### config.mk
export PLATFORM = sky130hd
export DESIGN_NAME = xfer_seq
export DESIGN_NICKNAME = d
export VERILOG_FILES = /design/src/rtl/xfer_pkg.sv /design/src/rtl/bit_clk_div.sv /design/src/rtl/uart_tx_frame.sv /design/src/rtl/xfer_seq.sv
export SDC_FILE = /design/constraint.sdc
export NUM_CORES = 1
export LEC_CHECK = 0
export ABC_CLOCK_PERIOD_IN_PS = 3040
export BUFFER_PORTS_ARGS = -buffer_cell sky130_fd_sc_hd__buf_2
export CAP_MARGIN = 20
export CORE_ASPECT_RATIO = 0.7
export CORE_MARGIN = 5
export CORE_UTILIZATION = 61
export CTS_BUF_LIST = sky130_fd_sc_hd__clkbuf_4 sky130_fd_sc_hd__clkbuf_8 sky130_fd_sc_hd__clkbuf_16
export DETAILED_ROUTE_END_ITERATION = 7
export GPL_ROUTABILITY_DRIVEN = 0
export PLACE_DENSITY_LB_ADDON = 0.2
export SLEW_MARGIN = 15
export SYNTH_ARGS = -nofsm -noshare
export SYNTH_HDL_FRONTEND = slang
export SYNTH_SLANG_ARGS = --single-unit
### constraint.sdc
create_clock -name clk -period 3.04 [get_ports clk]
set_clock_uncertainty 0.1 [all_clocks]
set_input_delay 0.304 -clock clk [delete_from_list [all_inputs] [get_ports clk]]
set_output_delay 0.304 -clock clk [all_outputs]
set_load 0.1 [all_outputs]
### src/rtl/xfer_pkg.sv
package xfer_pkg;

    typedef enum logic [2:0] {
        ST_RX_WAIT   = 3'd0,
        ST_STORE     = 3'd1,
        ST_STEP      = 3'd2,
        ST_LOADED    = 3'd3,
        ST_SEND      = 3'd4,
        ST_UNSEND    = 3'd5,
        ST_FINISH    = 3'd6,
        ST_PROC_WAIT = 3'd7
    } seq_state_e;

    localparam int FRAME_BITS = 10;
    localparam int DATA_BITS  = 8;

    typedef struct packed {
        logic [FRAME_BITS-1:0] bits;
        logic [3:0]            idx;
        logic                  busy;
    } tx_shift_t;

    // Frame is shifted out from bit 0: start (0), data LSB first, stop (1).
    function automatic logic [FRAME_BITS-1:0] build_frame(input logic [DATA_BITS-1:0] d);
        return {1'b1, d, 1'b0};
    endfunction

endpackage

### src/rtl/bit_clk_div.sv
module bit_clk_div #(
    parameter int DIV_COUNT = 5208
) (
    input  logic clk,
    input  logic rst,
    input  logic run,
    output logic tick
);
    localparam int CW = (DIV_COUNT < 2) ? 1 : $clog2(DIV_COUNT);

    logic [CW-1:0] cnt;
    logic          bclk;
    logic          at_limit;

    assign at_limit = (cnt == CW'(DIV_COUNT - 1));
    // Tick marks the rising transition of the divided clock.
    assign tick = run && at_limit && !bclk;

    always_ff @(posedge clk) begin
        if (rst || !run) begin
            cnt  <= '0;
            bclk <= 1'b1;
        end else if (at_limit) begin
            cnt  <= '0;
            bclk <= ~bclk;
        end else begin
            cnt <= cnt + CW'(1);
        end
    end

endmodule

### src/rtl/uart_tx_frame.sv
module uart_tx_frame
    import xfer_pkg::*;
#(
    parameter int DIV_COUNT = 5208
) (
    input  logic       clk,
    input  logic       rst,
    input  logic       send,
    input  logic [7:0] data,
    output logic       txd,
    output logic       busy
);
    tx_shift_t sh;
    logic      tick;

    bit_clk_div #(.DIV_COUNT(DIV_COUNT)) u_div (
        .clk  (clk),
        .rst  (rst),
        .run  (sh.busy),
        .tick (tick)
    );

    always_ff @(posedge clk) begin
        if (rst) begin
            sh.bits <= '1;
            sh.idx  <= '0;
            sh.busy <= 1'b0;
        end else if (!sh.busy) begin
            if (send) begin
                sh.bits <= build_frame(data);
                sh.idx  <= '0;
                sh.busy <= 1'b1;
            end
        end else if (tick) begin
            sh.bits <= {1'b1, sh.bits[FRAME_BITS-1:1]};
            if (sh.idx == 4'(FRAME_BITS - 1)) begin
                sh.busy <= 1'b0;
            end else begin
                sh.idx <= sh.idx + 4'd1;
            end
        end
    end

    assign txd  = sh.bits[0];
    assign busy = sh.busy;

endmodule

### src/rtl/xfer_seq.sv
module xfer_seq
    import xfer_pkg::*;
#(
    parameter int AW         = 16,
    parameter int LOAD_COUNT = 1024,
    parameter int RES_BASE   = 1024,
    parameter int RES_COUNT  = 256,
    parameter int DIV_COUNT  = 5208
) (
    input  logic          clk,
    input  logic          rst,
    input  logic          rx_ready,
    input  logic [7:0]    rx_byte,
    output logic          rx_clear,
    output logic [AW-1:0] mem_addr,
    output logic [7:0]    mem_wdata,
    output logic          mem_we,
    input  logic [7:0]    mem_rdata,
    output logic          load_done,
    input  logic          proc_done,
    output logic          txd
);
    localparam int MAXC = (LOAD_COUNT > RES_COUNT) ? LOAD_COUNT : RES_COUNT;
    localparam int CW   = $clog2(MAXC + 1);

    seq_state_e    state;
    logic [AW-1:0] addr;
    logic [CW-1:0] cnt;
    logic [7:0]    wbyte;
    logic          rd_wait;
    logic          ldone;
    logic          tx_busy;
    logic          tx_send;

    assign tx_send = (state == ST_SEND) && !rd_wait && !tx_busy;

    uart_tx_frame #(.DIV_COUNT(DIV_COUNT)) u_tx (
        .clk  (clk),
        .rst  (rst),
        .send (tx_send),
        .data (mem_rdata),
        .txd  (txd),
        .busy (tx_busy)
    );

    always_ff @(posedge clk) begin
        if (rst) begin
            state   <= ST_RX_WAIT;
            addr    <= '0;
            cnt     <= '0;
            wbyte   <= '0;
            rd_wait <= 1'b0;
            ldone   <= 1'b0;
        end else begin
            unique case (state)
                ST_RX_WAIT: begin
                    if (rx_ready) begin
                        wbyte <= rx_byte;
                        state <= ST_STORE;
                    end
                end
                ST_STORE: state <= ST_STEP;
                ST_STEP: begin
                    addr <= addr + AW'(1);
                    if (cnt == CW'(LOAD_COUNT - 1)) begin
                        cnt   <= '0;
                        state <= ST_LOADED;
                    end else begin
                        cnt   <= cnt + CW'(1);
                        state <= ST_RX_WAIT;
                    end
                end
                ST_LOADED: begin
                    ldone <= 1'b1;
                    addr  <= AW'(RES_BASE);
                    cnt   <= '0;
                    state <= ST_PROC_WAIT;
                end
                ST_PROC_WAIT: begin
                    if (proc_done) state <= ST_SEND;
                end
                ST_SEND: begin
                    if (rd_wait) begin
                        rd_wait <= 1'b0;
                    end else if (!tx_busy) begin
                        state <= ST_UNSEND;
                    end
                end
                ST_UNSEND: begin
                    if (!tx_busy) begin
                        if (cnt == CW'(RES_COUNT - 1)) begin
                            state <= ST_FINISH;
                        end else begin
                            addr    <= addr + AW'(1);
                            cnt     <= cnt + CW'(1);
                            rd_wait <= 1'b1;
                            state   <= ST_SEND;
                        end
                    end
                end
                ST_FINISH: begin
                    ldone <= 1'b0;
                    addr  <= '0;
                    cnt   <= '0;
                    state <= ST_RX_WAIT;
                end
                default: state <= ST_RX_WAIT;
            endcase
        end
    end

    assign mem_we    = (state == ST_STORE);
    assign rx_clear  = (state == ST_STEP);
    assign mem_wdata = wbyte;
    assign mem_addr  = addr;
    assign load_done = ldone;

endmodule

==> results of run 1 <==
==> power groups by stage <==
stage / Combinational (W) / Sequential, W / Clock, W
CTS: 0.000247 / 0.000951 / 0.000829
finish: 0.000247 / 0.000952 / 0.000809
detailed placement: 0.000246 / 0.000972 / 0
global placement: 0.000242 / 0.000971 / 0
global route: 0.000265 / 0.000956 / 0.000870
floorplan: 0.000120 / 0.00105 / 0
==> kinds of logic (layout without fill, tap and decap cells) <==
kind of cell / Yosys count / count (layout) / synth area share, %
and+or+nand+nor: 166 / 166 / 28.6
AOI/OAI and AO/OA: 108 / 108 / 20.4
DFF: 69 / 69 / 40.6
buffers and inverters: 41 / 85 / 5.18
xor gates and xnor gates: 11 / 11 / 2.83
adders and majority gates: 5 / 5 / 1.84
muxes: 2 / 2 / 0.588
==> metrics by stage <==
| stage | utilization [%] | total power (W) | setup slack, ps | cell area (um2) | instances |
|---|---|---|---|---|---|
| final | 73.3 | 0.00201 | 584 | 3890 | 518 |
| after global routing | 73.3 | 0.00209 | 432 | 3890 | 518 |
| after CTS | 73.2 | 0.00203 | 607 | 3890 | 518 |
| after detailed placement | 69.1 | 0.00122 | 632 | 3670 | 502 |
| after global placement | 69.1 | 0.00121 | 761 | 3670 | 502 |
| after floorplan | - | 0.00117 | 559 | 3410 | 402 |
==> cells in the final DEF, fill, tap and decap left out, types with 2 or more instances in the layout <==
| master | synthesis | layout |
|---|---|---|
| nand4b_1 | 4 | 4 |
| or2_2 | 3 | 3 |
| and3_1 | 8 | 8 |
| a31oi_1 | 2 | 2 |
| a21oi_1 | 41 | 41 |
| nor3b_1 | 2 | 2 |
| nand2_1 | 37 | 37 |
| a311oi_1 | 2 | 2 |
| bufinv_16 | 0 | 2 |
| or4_1 | 20 | 20 |
| xor2_1 | 6 | 6 |
| clkinvlp_4 | 0 | 3 |
| nand4bb_1 | 2 | 2 |
| mux2i_1 | 2 | 2 |
| buf_2 | 8 | 47 |
| nor4_1 | 2 | 2 |
| inv_1 | 16 | 16 |
| nor2b_1 | 4 | 4 |
| and2_1 | 5 | 5 |
| ha_1 | 5 | 5 |
| nor3_1 | 9 | 8 |
| clkbuf_8 | 0 | 9 |
| dfxtp_1 | 69 | 69 |
| and4_1 | 3 | 3 |
| nand3_1 | 16 | 16 |
| xnor2_1 | 5 | 5 |
| nand2b_1 | 7 | 7 |
| nor4_4 | 1 | 2 |
| a211oi_1 | 3 | 3 |
| and3b_1 | 2 | 2 |
| or3_1 | 6 | 6 |
| nor2_1 | 19 | 19 |
| nand4_1 | 10 | 10 |
| buf_4 | 3 | 6 |
| a221oi_1 | 9 | 9 |
| o21ai_0 | 20 | 20 |
| o31ai_1 | 20 | 20 |
==> worst max-delay path: cells and delay by family (launching register included) <==
family	cells	cell delay, ps
flip-flops	1	370
AO/OA/AOI/OAI	1	250
AND/OR/NAND/NOR	3	1060
adder cells (fa/ha/maj)	1	230
buffers and inverters	1	340
==> worst max path at each step <==
stage / start / to / slack (ps) / cells past startpoint
2_1_floorplan: mem_addr[2] / mem_addr[15] / 560 / 4
3_3_place_gp: cnt[0] / rd_wait / 760 / 6
3_5_place_dp: state[1] / mem_addr[2] / 630 / 3
4_1_cts: state[1] / mem_addr[4] / 610 / 3
5_1_grt: cnt[0] / rd_wait / 430 / 6
6_report: cnt[0] / rd_wait / 580 / 6
==> sequential cells by signal, summed over array words and instances, names as in the netlist, 2 cells and up, named ones only <==
signal / cells
u_tx.u_div.cnt: 13
cnt: 11
state: 2
u_tx.sh: 13
mem_wdata: 8
mem_addr: 16
==> metal layers <==
metal  wire, um  vias to the layer above  global-route usage [%]  part of all wire [%]
met5          0                        -                       0                     0
met4         87                        0                    7.58                   1.1
met3        478                       10                    5.00                   6.2
met2       3290                       98                    31.6                    43
met1       3840                     1467                    32.7                    50
li1           -                     1578                       -                     -
==> final cells by class <==
class                      instances  share of cell area (%)
multi-input combinational        292                    47.8
inverter                          16                    1.54
timing repair buffer              53                    7.20
clock buffer                      10                    3.37
clock inverter                     6                    2.25
sequential                        69                    35.5
tap                               72                    2.31
==> flow_summary.ini, run 1 <==
[logic_synthesis]
yosys-top-cells-area = dfxtp_1, a21oi_1, o31ai_1, or4_1, nand2_1
yosys_most_used_dff = dfxtp_1
synth_common_cells = dfxtp_1, a21oi_1, nand2_1
async_reset_ff_share_pct = 0
synth_nets = 427
ys_ff_latch = 69
avgSynthCellArea_um2 = 8.47
synth_cells = 402
synth_warnings = 0
yosysMostFrequentCell = dfxtp_1
synth-seq-area-share_pct = 40.6
netlist_area_um2 = 3400
synth_edf_count = 0
yosysTopAreaCell = dfxtp_1
yosysUniqueCellTypes = 53
netlist.area_leader.share_pct = 40.6

[final_layout]
fin_nets = 466
drive_gt1_share_pct = 19.1
area_growth_syn_to_layout_pct = 14.4
num-fill-cells = 421
area.sequential_um2 = 1380
antenna_cells = 0
multi_input_area_um2 = 1860

[floorplan]
fp.dieArea_um2 = 7200
die_x_um = 99.3
start_util_pct = 64.1
die_h_um = 72.5
io_pins = 48
fp.coreArea_um2 = 5310
num_rows = 22

[power_and_ir_drop]
pwr-share-comb_pct = 12.3
p_seq_share_pct = 47.4
p_int_w = 0.00145
powerDensity_nw_per_um2 = 516
switching_power_w = 0.000558
p_leak_nw = 1.47
clockPowerShare_pct = 40.3
swShare_pct = 27.8
ir_drop_v = 0.000294

[timing]
slew_headroom_pct = 52.8
finalCritPeriodShare_pct = 80.8
rsz0062_at_grt = false
timing.hold.ws_ps = 88.9
worst_slew_pin_slew_ps = 707
clock.fmax_mhz = 407
drv_slew = 0
setup_violations = 0
finalSetupTns_ps = 0
hold_viol = 0
period_minus_slack_ps = 2460

[clock_tree]
path_clk_slew_ps = 70
cts.repair.resized = 0
postCtsHoldBufs = 0
cts_tree = yes
ctsHtreeMaxLevel = 3
clock-sinks = 69
cts_inserted_buffers = 9
clock_latency_ps = 350
post_cts_buffers = 0
cts_buffer_depth = 2
root_buffer = clkbuf_8

[setup_path]
crit_path_top_delay_cell = nor4_4
reg2regPathDepth = 6
crit_required_ps = 3170
crit_arrival_ps = 2590
critical_path.cell_chain = ha_1, nand4_1, nor4_4, buf_4, nor3_1, o221a_2
critPathKind = flip-flop to flip-flop
crit_path_end_kind = flip-flop
rr_startpoint = cnt[0]
r2r_slack_ps = 580
max_stage_delay_ps = 700
cp_max_fo = 20
critPathLaunchType = flip-flop
reg2reg_to = rd_wait

[route]
drt_first_pass_iters = 4
totalWireLength_um = 7690
drt-wirelength-per-cell_um = 14.9
vias = 3153
drc = 0
drt_iter0_drc = 178
vias_per_cell = 6.09
ant_nets = 0

[grt]
antenna_found_initial = 0
grt_pass1_wl_um = 13100
grt.total_usage_pct = 22.1
grt_pass1_vias = 2764
grt_overflow_total = 0
grt_max_degree = 35

[hold_path]
hp-class = input pin to flip-flop
worstHoldStart = mem_rdata[2]
whs_path_depth = 3
min_to = u_tx.sh[8]

[place]
dp_hpwl_um = 5390
io_buffers = 47

[flow_run]
drv_cap = 0

[outcome]
status = complete, no violations
Power figures use the tool's default switching activity.
==> run 2, diff against run 1 <==
--- a/config.mk
+++ b/config.mk
@@ -5,12 +5,13 @@
 export SDC_FILE = /design/constraint.sdc
 export NUM_CORES = 1
 export LEC_CHECK = 0
-export ABC_CLOCK_PERIOD_IN_PS = 3040
+export ABC_AREA = 1
+export ABC_CLOCK_PERIOD_IN_PS = 2100
 export BUFFER_PORTS_ARGS = -buffer_cell sky130_fd_sc_hd__buf_2
 export CAP_MARGIN = 20
 export CORE_ASPECT_RATIO = 0.7
 export CORE_MARGIN = 5
-export CORE_UTILIZATION = 61
+export CORE_UTILIZATION = 51
 export CTS_BUF_LIST = sky130_fd_sc_hd__clkbuf_4 sky130_fd_sc_hd__clkbuf_8 sky130_fd_sc_hd__clkbuf_16
 export DETAILED_ROUTE_END_ITERATION = 7
 export GPL_ROUTABILITY_DRIVEN = 0
==> constraint.sdc (replaced) <==
create_clock -name clk -period 2.1 [get_ports clk]
set_clock_uncertainty 0.1 [all_clocks]
set_input_delay 0.21 -clock clk [delete_from_list [all_inputs] [get_ports clk]]
set_output_delay 0.21 -clock clk [all_outputs]
set_load 0.1 [all_outputs]
==> run 2 against run 1 <==
Sequential cell count is the same. Clock-buffer cell count increased by 1. Routed wire length shrank 0.77%. Clock power rose by 48%. First-iteration DRC count rose by 7.3%. Cell count up 27%. Largest power group is now combinational cells. Register-to-register slack lost 480 ps. Critical endpoint is now mem_addr[6]. Sequential share of layout area decreased by 0.93 points. Power rose by 120%. Core utilization shrank 13 points.
==> flow_summary.ini, run 2 <==
[power_and_ir_drop]
finalPower_w = 0.00448
powerDensity_nw_per_um2 = 1110
ir_drop_v = 0.000489
p_leak_nw = 1.79

[floorplan]
die_h_um = 78.5
io_pins = 48
fp.coreArea_um2 = 6630
num_rows = 25
fp.dieArea_um2 = 8460
die_x_um = 108
start_util_pct = 51.5

[logic_synthesis]
async_reset_ff_share_pct = 0
netlist_area_um2 = 3420
yosysTopAreaCell = dfxtp_1
netlist.area_leader.share_pct = 40.4
avgSynthCellArea_um2 = 6.78
synth_nets = 529
synth_warnings = 0
yosys_most_used_dff = dfxtp_1
yosys-top-cells-area = dfxtp_1, nand2_1, nor2_1, inv_1, a21oi_1
yosysUniqueCellTypes = 35
synth_edf_count = 0
yosysMostFrequentCell = nand2_1
synth_common_cells = nand2_1, nor2_1, dfxtp_1
ys_ff_latch = 69
synth-seq-area-share_pct = 40.4
synth_cells = 504

[clock_tree]
root_buffer = clkbuf_8
clock-sinks = 69
cts_inserted_buffers = 9
clock_latency_ps = 340
ctsHtreeMaxLevel = 3
path_clk_slew_ps = 70
cts_buffer_depth = 2
cts_tree = yes

[setup_path]
crit_arrival_ps = 2180
critPathLaunchType = flip-flop
crit_required_ps = 2280
crit_path_end_kind = flip-flop
cp_max_fo = 28
critPathKind = flip-flop to flip-flop

[final_layout]
layout_commonest_cell = nand2_1
num-fill-cells = 651
drive_gt1_share_pct = 16.7
largest_reg_flops = 16
fin_nets = 585
area.sequential_um2 = 1390
area_growth_syn_to_layout_pct = 17.8
instances_no_fill = 658
antenna_cells = 0
multi_input_area_um2 = 1730
final_cell_mix = nand2_1, nor2_1, inv_1

[timing]
finalCritPeriodShare_pct = 95.0
hold_viol = 0
worst_slew_pin_slew_ps = 496
clock.fmax_mhz = 501
finalSetupTns_ps = 0
setup_slack_ps = 106
setup_violations = 0
timing.hold.ws_ps = 15.9
drv_slew = 0
period_minus_slack_ps = 1990
slew_headroom_pct = 67.1

[grt]
grt_max_degree = 29
grt_pass1_vias = 2834
grt_pass1_wl_um = 12700
grt.total_usage_pct = 18.5
antenna_found_initial = 0
grt_overflow_total = 0

[flow_run]
drv_cap = 0

[place]
dp_hpwl_um = 5540
dp_cells = 640
pre_cts_slack_ps = 121
io_buffers = 47

[route]
vias = 3278
drt-wirelength-per-cell_um = 11.6
ant_nets = 0
drt_iter0_drc = 191
drt_first_pass_iters = 5
vias_per_cell = 4.98
drc = 0
totalWireLength_um = 7630

[hold_path]
hp-class = input pin to flip-flop

[outcome]
status = complete, no violations
run 2: cell types whose count changed after synthesis, sizes merged, moves of 8 or more:
cell    change
a221oi      -9
and3        -8
clkbuf     -10
inv        +51
nand2      +86
nand3      +16
nor2       +61
o211ai      +8
o31ai      -20
or4        -20
run 2: where the power goes:
| part | total (W) | internal [W] | leakage [nW] | switching [W] |
|---|---|---|---|---|
| combinational | 0.00167 | 0.000355 | 1.12 | 0.00132 |
| sequential | 0.00161 | 0.00147 | 0.562 | 0.000141 |
| clock | 0.00120 | 0.000706 | 0.109 | 0.000490 |
| total | 0.00448 | 0.00253 | 1.79 | 0.00195 |
run 2: final cells by class:
cell class	instances	share of cell area, %
Clock buffer	11	3.61
Clock inverter	4	1.80
Inverter	69	6.50
Multi-Input combinational cell	355	42.9
Sequential cell	69	34.5
Tap cell	94	2.92
Timing Repair Buffer	56	7.71
run 2: path summary, 6_finish.rpt:
check | startpoint | end | slack, ps | depth (start not counted)
worst max-delay path | flip-flop | mem_addr[6] | 110 | 8
worst min-delay path | mem_rdata[1] | u_tx.sh[7] | 20 | 3
worst max register to register | flip-flop | mem_addr[6] | 110 | 8
worst min register to register | u_tx.u_div.cnt[0] | u_tx.u_div.cnt[0] | 350 | 1
run 2: critical path, cell delays in order, from the launching register on:
cell	delay, ps
dfxtp_1	560
nand3_4	190
a21oi_2	320
nand2_8	200
inv_4	220
nand2_1	130
nand2_1	80
nand2_1	50
nor2_1	70
run 2: kinds of logic (layout without fill, tap and decap cells):
family / count (synthesis) / in the layout / synth area share, %
simple gates: 267 / 267 / 34.1
fa+ha+maj: 5 / 5 / 1.83
buf+inv: 80 / 140 / 9.78
compound gates: 78 / 78 / 12.5
flops: 69 / 69 / 40.4
xor+xnor: 5 / 5 / 1.28
run 2: what timing repair did:
item                                    CTS  global route
gates resized for setup                   0             2
buffers inserted                          0             0
endpoints found under the hold margin     3             0
endpoints found under the setup margin    0             8
hold buffers                              3             0
run 2: metal layers:
layer / up-vias / wire (um) / GRT usage [%] / part of all wire, %
li1: 1726 / - / - / -
met1: 1465 / 3820 / 25.6 / 50
met2: 79 / 3360 / 28.2 / 44
met3: 8 / 380 / 5.26 / 5.0
met4: 0 / 70 / 5.04 / 0.92
met5: - / 0 / 0 / 0
run 2: metrics by stage:
stage / instance area (um2) / util [%]
after floorplan: 3440 / -
after global placement: 3760 / 56.8
after detailed placement: 3760 / 56.8
after CTS: 4010 / 60.5
after global routing: 4020 / 60.7
final: 4020 / 60.7
